$ cat config.mk
export PLATFORM = sky130hd
export DESIGN_NAME = pb_slot_demux
export DESIGN_NICKNAME = d
export VERILOG_FILES = /design/src/rtl/pb_slot_pkg.sv /design/src/rtl/pb_sample_conv.sv /design/src/rtl/pb_ctl_capture.sv /design/src/rtl/pb_dac_lane.sv /design/src/rtl/pb_slot_demux.sv
export SDC_FILE = /design/constraint.sdc
export NUM_CORES = 1
export LEC_CHECK = 0
export ABC_AREA = 0
export BUFFER_PORTS_ARGS = -buffer_cell sky130_fd_sc_hd__buf_2
export CAP_MARGIN = 20
export CORE_MARGIN = 2
export CORE_UTILIZATION = 55
export CTS_CLUSTER_DIAMETER = 150
export DETAILED_ROUTE_END_ITERATION = 8
export PLACE_DENSITY = 0.84
export SETUP_SLACK_MARGIN = 0.2
export SLEW_MARGIN = 40
export SYNTH_ARGS = -nofsm -noshare
export SYNTH_HDL_FRONTEND = slang
export SYNTH_SLANG_ARGS = --single-unit
$ cat constraint.sdc
create_clock -name clk_i -period 1.55 [get_ports clk_i]
set_input_delay 0 -clock clk_i [delete_from_list [all_inputs] [get_ports clk_i]]
set_output_delay 0 -clock clk_i [all_outputs]
set_load 0.02 [all_outputs]
$ cat src/rtl/pb_slot_pkg.sv
package pb_slot_pkg;
  typedef enum logic [1:0] {
    FMT_S16 = 2'd0,
    FMT_U8  = 2'd1,
    FMT_C8  = 2'd2,
    FMT_RSV = 2'd3
  } fmt_e;
endpackage

$ cat src/rtl/pb_sample_conv.sv
module pb_sample_conv
  import pb_slot_pkg::*;
#(
  parameter int W = 16
) (
  input  logic [W-1:0] raw_i,
  input  fmt_e         fmt_i,
  output logic [W-1:0] smp_o
);
  localparam int HALF = W / 2;

  always_comb begin
    unique case (fmt_i)
      FMT_U8:  smp_o = {~raw_i[W-1], raw_i[W-2:HALF], {HALF{1'b0}}};
      FMT_C8:  smp_o = {raw_i[W-1:HALF], {HALF{1'b0}}};
      default: smp_o = raw_i;
    endcase
  end
endmodule

$ cat src/rtl/pb_ctl_capture.sv
module pb_ctl_capture #(
  parameter int NUM_DAC = 2
) (
  input  logic               clk_i,
  input  logic               rst_ni,
  input  logic               ctl_we_i,
  input  logic [NUM_DAC-1:0] ctl_bits_i,
  input  logic               frame_end_i,
  output logic [NUM_DAC-1:0] vflag_o
);
  // flags live for one frame only
  always_ff @(posedge clk_i or negedge rst_ni) begin
    if (!rst_ni)          vflag_o <= '0;
    else if (frame_end_i) vflag_o <= '0;
    else if (ctl_we_i)    vflag_o <= ctl_bits_i;
  end
endmodule

$ cat src/rtl/pb_dac_lane.sv
module pb_dac_lane
  import pb_slot_pkg::*;
#(
  parameter int W         = 16,
  parameter int OFS_W     = 4,
  parameter int LEFT_SLOT = 2
) (
  input  logic             clk_i,
  input  logic             rst_ni,
  input  logic             slot_stb_i,
  input  logic [OFS_W-1:0] slot_ofs_i,
  input  logic [W-1:0]     slot_data_i,
  input  logic             frame_end_i,
  input  logic             vflag_i,
  input  logic             req_i,
  input  logic             mono_i,
  input  fmt_e             fmt_i,
  output logic [W-1:0]     left_o,
  output logic [W-1:0]     right_o,
  output logic             stb_o
);
  localparam logic [OFS_W-1:0] OFS_L = OFS_W'(LEFT_SLOT);
  localparam logic [OFS_W-1:0] OFS_R = OFS_W'(LEFT_SLOT + 1);

  logic [W-1:0] hold_l, hold_r, conv_l, conv_r;
  logic         req_q, accept;

  assign accept = frame_end_i & vflag_i & req_q;

  pb_sample_conv #(.W(W)) u_conv_l (
    .raw_i(hold_l),
    .fmt_i(fmt_i),
    .smp_o(conv_l)
  );

  pb_sample_conv #(.W(W)) u_conv_r (
    .raw_i(mono_i ? hold_l : hold_r),
    .fmt_i(fmt_i),
    .smp_o(conv_r)
  );

  always_ff @(posedge clk_i or negedge rst_ni) begin
    if (!rst_ni) begin
      hold_l <= '0;
      hold_r <= '0;
    end else if (slot_stb_i) begin
      if (slot_ofs_i == OFS_L) hold_l <= slot_data_i;
      if (slot_ofs_i == OFS_R) hold_r <= slot_data_i;
    end
  end

  // request raised this frame governs the next one
  always_ff @(posedge clk_i or negedge rst_ni) begin
    if (!rst_ni)          req_q <= 1'b0;
    else if (frame_end_i) req_q <= req_i;
  end

  always_ff @(posedge clk_i or negedge rst_ni) begin
    if (!rst_ni) begin
      left_o  <= '0;
      right_o <= '0;
      stb_o   <= 1'b0;
    end else begin
      stb_o <= accept;
      if (accept) begin
        left_o  <= conv_l;
        right_o <= conv_r;
      end
    end
  end
endmodule

$ cat src/rtl/pb_slot_demux.sv
module pb_slot_demux
  import pb_slot_pkg::*;
#(
  parameter int NUM_DAC    = 2,
  parameter int SAMPLE_W   = 16,
  parameter int SLOT_IDX_W = 5,
  parameter int FIRST_SLOT = 2
) (
  input  logic                         clk_i,
  input  logic                         rst_ni,
  input  logic                         slot_stb_i,
  input  logic [SLOT_IDX_W-1:0]        slot_idx_i,
  input  logic [SAMPLE_W-1:0]          slot_data_i,
  input  logic                         frame_end_i,
  input  logic [NUM_DAC-1:0]           dac_req_i,
  input  logic [NUM_DAC-1:0]           dac_mono_i,
  input  logic [1:0]                   fmt_i,
  output logic [NUM_DAC*SAMPLE_W-1:0]  dac_left_o,
  output logic [NUM_DAC*SAMPLE_W-1:0]  dac_right_o,
  output logic [NUM_DAC-1:0]           dac_stb_o
);
  localparam int OFS_W = SLOT_IDX_W - 1;

  logic [OFS_W-1:0]   slot_ofs;
  logic [NUM_DAC-1:0] vflag;
  logic               ctl_we;
  fmt_e               fmt;
  logic               unused_bits;

  // upper index bit selects the alternate half; layout is identical
  assign slot_ofs    = slot_idx_i[OFS_W-1:0];
  assign ctl_we      = slot_stb_i & (slot_ofs == '0);
  assign fmt         = fmt_e'(fmt_i);
  assign unused_bits = ^{slot_idx_i[SLOT_IDX_W-1], slot_data_i[SAMPLE_W-1:NUM_DAC]};

  pb_ctl_capture #(.NUM_DAC(NUM_DAC)) u_ctl (
    .clk_i      (clk_i),
    .rst_ni     (rst_ni),
    .ctl_we_i   (ctl_we),
    .ctl_bits_i (slot_data_i[NUM_DAC-1:0]),
    .frame_end_i(frame_end_i),
    .vflag_o    (vflag)
  );

  for (genvar d = 0; d < NUM_DAC; d++) begin : g_lane
    pb_dac_lane #(
      .W        (SAMPLE_W),
      .OFS_W    (OFS_W),
      .LEFT_SLOT(FIRST_SLOT + 2 * d)
    ) u_lane (
      .clk_i      (clk_i),
      .rst_ni     (rst_ni),
      .slot_stb_i (slot_stb_i),
      .slot_ofs_i (slot_ofs),
      .slot_data_i(slot_data_i),
      .frame_end_i(frame_end_i),
      .vflag_i    (vflag[d]),
      .req_i      (dac_req_i[d]),
      .mono_i     (dac_mono_i[d]),
      .fmt_i      (fmt),
      .left_o     (dac_left_o[d*SAMPLE_W +: SAMPLE_W]),
      .right_o    (dac_right_o[d*SAMPLE_W +: SAMPLE_W]),
      .stb_o      (dac_stb_o[d])
    );
  end
endmodule

**Word level (Yosys, flattened, before mapping)**

Index checks and enable logic that the tools add are counted.

- Add/sub/neg operators: 0
- Mux-type cells: 8
- Reductions and logical operators: 6
- $lt $le $gt $ge: 0
- Divide/modulo/power cells: 0
- Shift-type cells: 0
- Eq/ne operators: 6
- Bitwise logic cells: 9
- Multipliers: 0

Operators by type and width:

| kind | number |
|---|---|
| 16-bit one-hot mux with 2 select lines | 4 |
| 16-bit two-way mux | 2 |
| 4-bit by 2-bit == test with 1-bit output, second input constant | 2 |
| 4-bit by 3-bit == test with 1-bit output, second input constant | 2 |
| 2-bit AND reduction | 4 |
| 1-bit AND | 5 |
| 4-bit logical NOT | 1 |
| 2-bit two-way mux | 2 |
| 1-bit inverter | 4 |
| 2-bit by 1-bit == test with 1-bit output, second input constant | 1 |
| 2-bit == test, second input constant | 1 |
| 2-bit nonzero test | 1 |

- Bits in writable memories: 0
- Latch bits: 0
- Bits in registers: 134
- Logic and storage cells: 42
- Input bits: 31
- ROM bits: 0
- Output and inout bits: 66
- Memories: 0

**Depth between registers and ports, before layout**

Gate-level depths: netlist of the first run.

- Depth in word-level cells: 4
- Mapped depth: 6
- Gate-level depth less buffers: 5

**Modules after synthesis**

From an unflattened synthesis of the first run, not the netlist that was laid out.

- Cells, all modules: 417
- Area, all modules: 6,094.6 sq um

Modules (own cells, without submodules):

| module | instances | area an instance (sq um) | cells each |
|---|---|---|---|
| pb_dac_lane (g_lane[0].u_lane) | 1 | 2,700.1 | 161 |
| pb_dac_lane (g_lane[1].u_lane) | 1 | 2,652.5 | 160 |
| pb_sample_conv | 4 | 161.4 | 22 |
| pb_ctl_capture | 1 | 77.6 | 6 |
| pb_slot_demux | 1 | 18.8 | 2 |

**Worst setup path before layout of the first run**

OpenSTA, ideal clock, no wires.

- Path kind: in2reg
- From: input slot_idx_i[2]
- To: register g_lane[0].u_lane.hold_l[10]
- Stages on the path: 4
- Slack: 193 ps
- Setup time: 125 ps
- Required time: 1,425 ps
- Path buffers: 1
- Arrival: 1,232 ps
- Cells stage by stage: or3b_4 nor3b_4 buf_12 mux2_4

- Cells in the longest elaborated chain, start to end: 2

RTL lines:

| item | line | source |
|---|---|---|
| start, declared | pb_slot_demux.sv:12 | `input logic [SLOT_IDX_W-1:0] slot_idx_i,` |
| 4-bit by 2-bit == test with 1-bit output | pb_dac_lane.sv:47 | `if (slot_ofs_i == OFS_L) hold_l <= slot_data_i;` |
| 2-bit AND reduction (no line) | - |  |
| end signal, assigned | pb_dac_lane.sv:47 |  |
| end, declared | pb_dac_lane.sv:25 | `logic [W-1:0] hold_l, hold_r, conv_l, conv_r;` |

Every way passes these cells.
A chain may end at the register's enable or synchronous reset.

==> results of run 1 <==
## power breakdown
part / leakage, nW / internal, mW / switching (mW)
registers: 1.75 / 3.99 / 0.323
clock network: 0.245 / 2.08 / 1.39
logic: 1.52 / 0.660 / 0.586
total: 3.51 / 6.73 / 2.30
## stage by stage
stage / hold WS (ps) / std cells / instance area, um2 / worst slack, ps / util
final: 41.6 / 684 / 6940 / 230 / 0.710
after global routing: 83.1 / 684 / 6940 / 203 / 0.710
after CTS: 26.3 / 685 / 6950 / 228 / 0.711
after detailed placement: -72.8 / 631 / 6190 / 96.1 / 0.634
after global placement: -78.5 / 631 / 6190 / 147 / 0.634
after floorplan: -296 / 418 / 5520 / 193 / -
## sequential cells by signal (all words and copies together) (netlist names)
| name | flops |
|---|---|
| g_lane.u_lane.left_o | 32 |
| g_lane.u_lane.hold_l | 32 |
| g_lane.u_lane.right_o | 32 |
| g_lane.u_lane.stb_o | 2 |
| g_lane.u_lane.hold_r | 32 |
| u_ctl.vflag_o | 2 |
| g_lane.u_lane.req_q | 2 |
## worst paths after layout
kind,startpoint,to,cells after the start
max,g_lane[1].u_lane.req_q,g_lane[1].u_lane.req_q,2
min,slot_idx_i[3],u_ctl.vflag_o[1],4
max reg2reg,g_lane[1].u_lane.req_q,g_lane[1].u_lane.req_q,2
min reg2reg,g_lane[1].u_lane.right_o[11],g_lane[1].u_lane.right_o[11],2
max in group asynchronous,rst_ni,g_lane[0].u_lane.left_o[0],4
min in group asynchronous,rst_ni,g_lane[0].u_lane.left_o[11],3
## cells by family after synthesis
group / Yosys count / share of synthesized area
flip-flops: 134 / 0.607
multiplexers: 116 / 0.235
AND/OR/NAND/NOR: 81 / 0.0659
AO/OA/AOI/OAI: 54 / 0.0598
buffers and inverters: 31 / 0.0274
adder cells (fa/ha/maj): 2 / 0.00453
## final cells by class
type / instances / area (um2) / area share
tap: 133 / 166 / 0.0240
sequential: 134 / 3350 / 0.483
clock inverter: 10 / 86.3 / 0.0124
inverter: 4 / 15.0 / 0.00216
timing repair buffer: 131 / 871 / 0.125
multi-input combinational: 253 / 2030 / 0.292
clock buffer: 19 / 422 / 0.0607
## synth_stat cells
| cell | count |
|---|---|
| buf_2 | 6 |
| buf_4 | 3 |
| mux2i_1 | 36 |
| a22o_1 | 16 |
| clkbuf_1 | 15 |
| mux2_4 | 10 |
| or2_2 | 2 |
| nand2b_1 | 1 |
| nor3b_1 | 1 |
| mux2_2 | 70 |
| or3b_4 | 1 |
| nor2_1 | 17 |
| nor3b_2 | 1 |
| a21oi_1 | 2 |
| nor3b_4 | 1 |
| nor2b_1 | 1 |
| nand3_2 | 1 |
| ha_1 | 2 |
| nand3_1 | 4 |
| buf_12 | 1 |
| o21ai_0 | 36 |
| nand3b_1 | 1 |
| nand2_1 | 50 |
| buf_1 | 2 |
| inv_1 | 4 |
| dfrtp_1 | 134 |
## worst max-delay path, delay by kind of cell, from the launching register on
| family | cells | cell delay [ps] |
|---|---|---|
| DFF | 1 | 390 |
| muxes | 1 | 260 |
| buffers and inverters | 1 | 550 |
## metal layers
metal,GRT usage,vias up
met4,0.0676,0
li1,-,1714
met5,0,-
met1,0.287,1868
met2,0.409,97
met3,0.0652,17
## timing repair
item / in CTS / in global routing
setup endpoints to repair: 0 / 1
resized for setup: 0 / 0
endpoints found under the hold margin: 202 / 0
hold buffers: 25 / 0
==> reports/qor.yml, run 1 <==
outcome:
  outcome: "complete, no violations"
routing:
  drt_iter0_markers: 196
  highest_layer: "met4"
  via_count: 3696
  wl_met3_um: 474
  totalWireLength_um: 12000
  wl_met1_um: 5160
  final_antenna_net_count: 0
  dr.pass1.iters: 4
  dr_wl_met2_um: 6230
  avgRoutedWirePerCell_um: 17.6
  drc_errors: 0
  routed_via_density: 5.40
power_and_ir_drop:
  total_leakage_power_nw: 3.51
  power_density_nw_per_um2: 1300
  ir_worst_vdd_v: 0.000865
  power_mw: 9.04
floorplan:
  die_w_um: 104
  die-area_um2: 10900
  fp.dieH_um: 104
  core_area_um2: 9770
  initial_utilization: 0.565
  io_pins: 97
  placementRows: 36
clock_tree:
  cts_sinks: 134
  cts_setup_buffers: 0
  clk_pin_slew_ps: 60
  htree_levels: 4
  cts_buffer_depth: 2
  cts_tree: "done"
  numCtsBuffers: 17
  clock-root-buffer: "clkbuf_8"
  clk_latency_ps: 510
timing:
  hold_viol_final: 0
  setup_violations: 0
  max-slew-margin-rel: 0.662
  fmax_mhz: 757
  rsz0062_at_grt: "no"
  tightest_slew_ps: 505
  setup-tns-final_ps: 0
  fin_crit_ps: 1320
  drv_slew: 0
  finalCritPeriodShare: 0.852
  fin_skew_ps: 8.09
min_path:
  worstHoldPathType: "in2reg"
placed_design:
  hpwlAfterDp_um: 7640
  io_buffers: 95
  place_congestion: 0.799
synthesis:
  yosysWarnings: 0
  ys_top_cells_by_area: "dfrtp_1 61%, mux2_2 14%, mux2i_1 6.5%"
  synthesis.instances: 418
  ys_types: 26
  syn_area_per_cell_um2: 13.2
  syn-num-nets: 451
  netlist.area_leader.share: 0.607
  synth_area_um2: 5520
  ys_seq_area_frac: 0.607
  ys_ff_latch: 134
  yosysTopAreaCell: "dfrtp_1"
grt:
  track_usage: 0.235
  grt_overflow_total: 0
  grt_max_degree: 59
  grt_pass1_vias: 3931
  grt_antenna_before_repair: 0
  grt_pass1_wl_um: 19800
job:
  drv_cap: 0
setup_path:
  worstPathRequired_ps: 1940
  r2r_slack_ps: 230
  end_kind: "register"
  critPathSlowestCell: "dlygate4sd3_1"
  cp_max_fo: 2
  worstPathArrival_ps: 1710
  path_cells: "mux2_2, dlygate4sd3_1"
  critPathMaxStageDelay_ps: 550
  worst_setup_path_start_kind: "register"
  path_class: "reg2reg"
cells_and_area:
  synthToLayoutAreaGrowth_pct: 25.7
  layout_commonest_cell: "dfrtp_1"
  antenna_cells: 0
  final_nets: 574
  n_fill_cell: 678
  drive_gt1_frac: 0.403
  final_cell_mix: "134 x dfrtp_1, 94 x buf_2, 70 x mux2_2"
Note: power is estimated with default switching activity, not from simulation.
==> inputs of run 2 (changes only) <==
ABC_AREA = 1   (was 0)
==> run 2 against run 1 <==
Net effect: wire length grew 9.9%; total power grew 6.2%; design area grew 1.4%; die area fell by 1.6%; largest power group is now clock; highest routed layer unchanged.
==> reports/qor.yml, run 2 <==
outcome:
  outcome: "complete, no violations"
clock_tree:
  cts_tree: "done"
  cts_buffer_depth: 2
  cts_sinks: 134
  htree_levels: 4
  clock-root-buffer: "clkbuf_8"
  numCtsBuffers: 17
  clk_pin_slew_ps: 60
  clk_latency_ps: 530
synthesis:
  netlist.area_leader.share: 0.617
  ys_types: 19
  syn_area_per_cell_um2: 8.94
  yosysTopAreaCell: "dfrtp_1"
  yosys.cell_count.top_type: "nand2_1"
  synth.top_cells.by_count: "232 x nand2_1, 134 x dfrtp_1, 111 x o21ai_0"
  syn-num-nets: 641
  synthesis.instances: 608
  synth_edf_count: 0
  ys_seq_area_frac: 0.617
  synth_area_um2: 5430
  ys_ff_latch: 134
  yosysWarnings: 0
  synth-main-ff-cell: "dfrtp_1"
  synthArstFlopShare: 1.00
  ys_top_cells_by_area: "dfrtp_1 62%, nand2_1 16%, o21ai_0 10%"
min_path:
  worstHoldPathType: "in2async"
routing:
  routed_via_density: 5.17
  drc_errors: 0
  totalWireLength_um: 13200
  avgRoutedWirePerCell_um: 14.9
  final_antenna_net_count: 0
  dr.pass1.iters: 5
  via_count: 4590
  drt_iter0_markers: 206
timing:
  max-slew-margin-rel: 0.609
  fin_crit_ps: 1220
  setup_violations: 0
  hold_viol_final: 0
  fin_skew_ps: 5.31
  tightest_slew_ps: 587
  finalCritPeriodShare: 0.786
  drv_slew: 0
  whs_ps: 11.2
  fmax_mhz: 821
  fin_ws_ps: 332
  rsz0062_at_grt: "no"
  setup-tns-final_ps: 0
grt:
  grt_max_degree: 43
  grt_pass1_wl_um: 21200
  grt_antenna_before_repair: 0
  track_usage: 0.265
  grt_pass1_vias: 4667
  grt_overflow_total: 0
cells_and_area:
  drive_gt1_frac: 0.199
  final_nets: 775
  final_util: 0.727
  synthToLayoutAreaGrowth_pct: 29.6
  final_cell_mix: "232 x nand2_1, 134 x dfrtp_1, 111 x o21ai_0"
  antenna_cells: 0
  finalInstanceArea_um2: 7040
  layout_commonest_cell: "nand2_1"
  n_fill_cell: 683
  stdcell_count: 888
power_and_ir_drop:
  ir_worst_vdd_v: 0.000715
  power_mw: 9.59
  power_density_nw_per_um2: 1360
  total_leakage_power_nw: 3.80
setup_path:
  r2r_cells: 4
  worstPathRequired_ps: 2010
  critPathMaxStageDelay_ps: 570
  worstPathArrival_ps: 1680
  cp_max_fo: 4
  r2r_slack_ps: 360
  path_cells: "dlygate4sd3_1, buf_2, nor2_1, nand4_1, dlygate4sd3_1, nand2_1"
  r2r-end: "g_lane[0].u_lane.left_o[2]"
  end_kind: "register"
  critPathSlowestCell: "dlygate4sd3_1"
  path_class: "in2reg"
  worst_setup_path_start_kind: "input port"
  timing.rr.start: "g_lane[0].u_lane.req_q"
  cp_common_cell: "dlygate4sd3_1"
floorplan:
  core_area_um2: 9680
  die_w_um: 103
  placementRows: 36
  die-area_um2: 10700
  io_pins: 97
  initial_utilization: 0.561
  fp.dieH_um: 103
placed_design:
  place_area_um2: 6060
  place_congestion: 0.831
  place_ws_ps: 315
  dp_cells: 821
  io_buffers: 95
  hpwlAfterDp_um: 8490
job:
  drv_cap: 0
-- run 2: how the worst max path moves through the flow --
stage	start	depth (start not counted)	to	slack, ps
after floorplan	u_ctl.vflag_o[0]	5	g_lane[0].u_lane.right_o[10]	500
after global placement	fmt_i[0]	7	g_lane[1].u_lane.left_o[1]	390
after detailed placement	fmt_i[0]	7	g_lane[1].u_lane.left_o[1]	310
after CTS	g_lane[0].u_lane.req_q	4	g_lane[0].u_lane.left_o[2]	260
after global routing	slot_idx_i[1]	7	g_lane[1].u_lane.hold_l[12]	250
final	slot_idx_i[1]	6	u_ctl.vflag_o[1]	330
-- run 2: logic make-up after synthesis --
logic type,count (synthesis),share of synthesized area
compound gates,126,0.123
fa+ha+maj,2,0.00461
flops,134,0.617
buf+inv,89,0.0677
simple gates,257,0.188
-- run 2: report_power, final --
part	switching, mW	internal, mW
sequential	0.238	3.96
combinational	0.746	0.423
clock	1.40	2.82
-- run 2: metal layers --
layer,share of wire,global-route usage,vias up
met5,0,0,-
met4,0.022,0.118,0
li1,-,-,2196
met1,0.40,0.309,2219
met3,0.051,0.0766,24
met2,0.52,0.455,151
-- run 2: repair_timing --
item | CTS | global route
endpoints found under the hold margin | 222 | 0
endpoints found under the setup margin | 0 | 7
hold buffers | 32 | 0
resized for setup | 0 | 0
setup buffers | 0 | 3
-- run 2: final cells by class --
type,instances,area [um2],share of cell area
Sequential cell,134,3350,0.476
Multi-Input combinational cell,385,1710,0.243
Timing Repair Buffer,143,943,0.134
Clock buffer,24,490,0.0697
Inverter,61,231,0.0329
Tap cell,133,166,0.0236
Clock inverter,8,143,0.0203
-- run 2: worst max-delay path, delay by kind of cell --
family / cells / cell delay, ps
and+or+nand+nor: 3 / 420
buffers and inverters: 3 / 1260
==> inputs of run 3 (changes only) <==
ABC_AREA = 0   (was 1)
clock period = 1.25 ns   (was 1.55 ns; I/O delays follow)
==> run 3 against run 2 <==
Net effect: first-iteration DRC count up 31%; register-to-register slack worse by 300 ps; clock-buffer cell count down 7; sequential power up 31%; sequential share of layout area down 7.6 points; final cell count down 15%; worst setup slack worse by 270 ps; clock power up 22%; critical path depth down 3; critical path type is now reg2reg; critical endpoint is now g_lane[0].u_lane.left_o[12].
==> reports/qor.yml, run 3 (synthesis gave the netlist of run 1 again) <==
routing:
  via_count: 4414
  routed_via_density: 5.87
  wl_met1_um: 6600
  avgRoutedWirePerCell_um: 24.2
  final_antenna_net_count: 0
  dr_wl_met2_um: 9650
  totalWireLength_um: 18200
  drt_iter0_markers: 269
  wl_met3_um: 1120
  drc_errors: 0
  highest_layer: "met5"
  dr.pass1.iters: 5
grt:
  grt_overflow_total: 0
  grt_max_degree: 69
  grt_antenna_before_repair: 1
  grt_pass1_vias: 4482
  grt_pass1_wl_um: 24700
  track_usage: 0.303
timing:
  fin_crit_ps: 1190
  rsz0062_at_grt: "yes"
  fin_skew_ps: 10.6
  setup_violations: 0
  max-slew-margin-rel: 0.742
  finalCritPeriodShare: 0.948
  hold_viol_final: 0
  tightest_slew_ps: 387
  whs_ps: 19.1
  fin_ws_ps: 64.6
  drv_slew: 0
  fmax_mhz: 844
clock_tree:
  numCtsBuffers: 17
  cts_tree: "done"
  cts_buffer_depth: 2
  htree_levels: 4
  clock-root-buffer: "clkbuf_8"
  clk_pin_slew_ps: 60
  cts_sinks: 134
  clk_latency_ps: 540
min_path:
  worstHoldPathType: "in2reg"
cells_and_area:
  n_fill_cell: 422
  register_area_um2: 3360
  final_cell_mix: "132 x dfrtp_1, 65 x buf_6, 60 x mux2_2"
  final_nets: 639
  antenna_cells: 0
  drive_gt1_frac: 0.515
  synthToLayoutAreaGrowth_pct: 51.9
  layout_commonest_cell: "dfrtp_1"
  multi_input_area_um2: 2210
setup_path:
  path_class: "reg2reg"
  worstPathArrival_ps: 1600
  cp_max_fo: 13
  worst_setup_path_start_kind: "register"
  end_kind: "register"
  worstPathRequired_ps: 1660
floorplan:
  die-area_um2: 10900
  fp.dieH_um: 104
  die_w_um: 104
  initial_utilization: 0.565
  core_area_um2: 9770
  io_pins: 97
  placementRows: 36
job:
  drv_cap: 0
placed_design:
  io_buffers: 95
  place_congestion: 0.808
  place_ws_ps: -192
  hpwlAfterDp_um: 7880
power_and_ir_drop:
  ir_worst_vdd_v: 0.00106
  total_leakage_power_nw: 4.12
  power_density_nw_per_um2: 1530
outcome:
  outcome: "complete, no violations"
run 3: changes by cell type in the layout (fill, tap and decap cells not counted), sizes merged, moves of 14 or more:
cell    previous run  this run
a22o               0        16
o21ai            111        36
inv               61         6
nand2            232        50
mux2               0        80
mux2i              0        36
o211ai            14         0
buf              111       164
run 3: worst max-delay path, stage by stage (launching register included):
cell and delay, ps:
dfrtp_1 410, nand3_4 120, buf_12 160, mux2_2 370
run 3: repair_timing:
action / in CTS / in global routing
setup buffers: 21 / 24
cloned: 5 / 6
setup endpoints to repair: 103 / 131
pin swaps: 0 / 24
hold endpoints to repair: 202 / 1
resized for setup: 137 / 59
hold buffers: 25 / 2
run 3: path summary, 6_finish.rpt:
check / startpoint / endpoint / slack (ps) / depth (start not counted)
worst min-delay path: frame_end_i / g_lane[1].u_lane.left_o[1] / 20 / 4
worst max-delay path: g_lane[0].u_lane.req_q / g_lane[0].u_lane.left_o[12] / 60 / 3
max in group asynchronous: rst_ni / g_lane[1].u_lane.left_o[12] / 720 / 3
worst max register to register: g_lane[0].u_lane.req_q / g_lane[0].u_lane.left_o[12] / 60 / 3
min in group asynchronous: rst_ni / g_lane[1].u_lane.hold_l[12] / 40 / 3
worst min register to register: g_lane[0].u_lane.left_o[6] / g_lane[0].u_lane.left_o[6] / 510 / 2
run 3: through the flow:
step	utilization	TNS (ps)	power [mW]	area [um2]	std cells
floorplan	-	-1070	6.38	5620	418
global placement	0.649	-2630	6.88	6350	638
detailed placement	0.649	-4960	6.99	6350	638
CTS	0.812	0	12.3	7940	721
global route	0.858	0	13.1	8390	752
finish	0.858	0	12.8	8390	752
run 3: area by class of cell:
class                           instances  area share
Inverter                                4     0.00179
Clock buffer                           17      0.0494
Sequential cell                       134       0.400
Clock inverter                         15      0.0215
Tap cell                              133      0.0198
Timing Repair Buffer                  196       0.245
Multi-Input combinational cell        253       0.263
run 3: routing by layer:
layer	vias to the layer above	track usage
li1	1838	-
met1	2240	0.358
met2	259	0.526
met3	75	0.0652
met4	2	0.152
met5	-	0
run 3: power by group:
part | internal (mW) | total (mW) | switching (mW)
clock network | 3.05 | 5.14 | 2.08
logic | 1.18 | 2.16 | 0.978
registers | 4.95 | 5.51 | 0.556
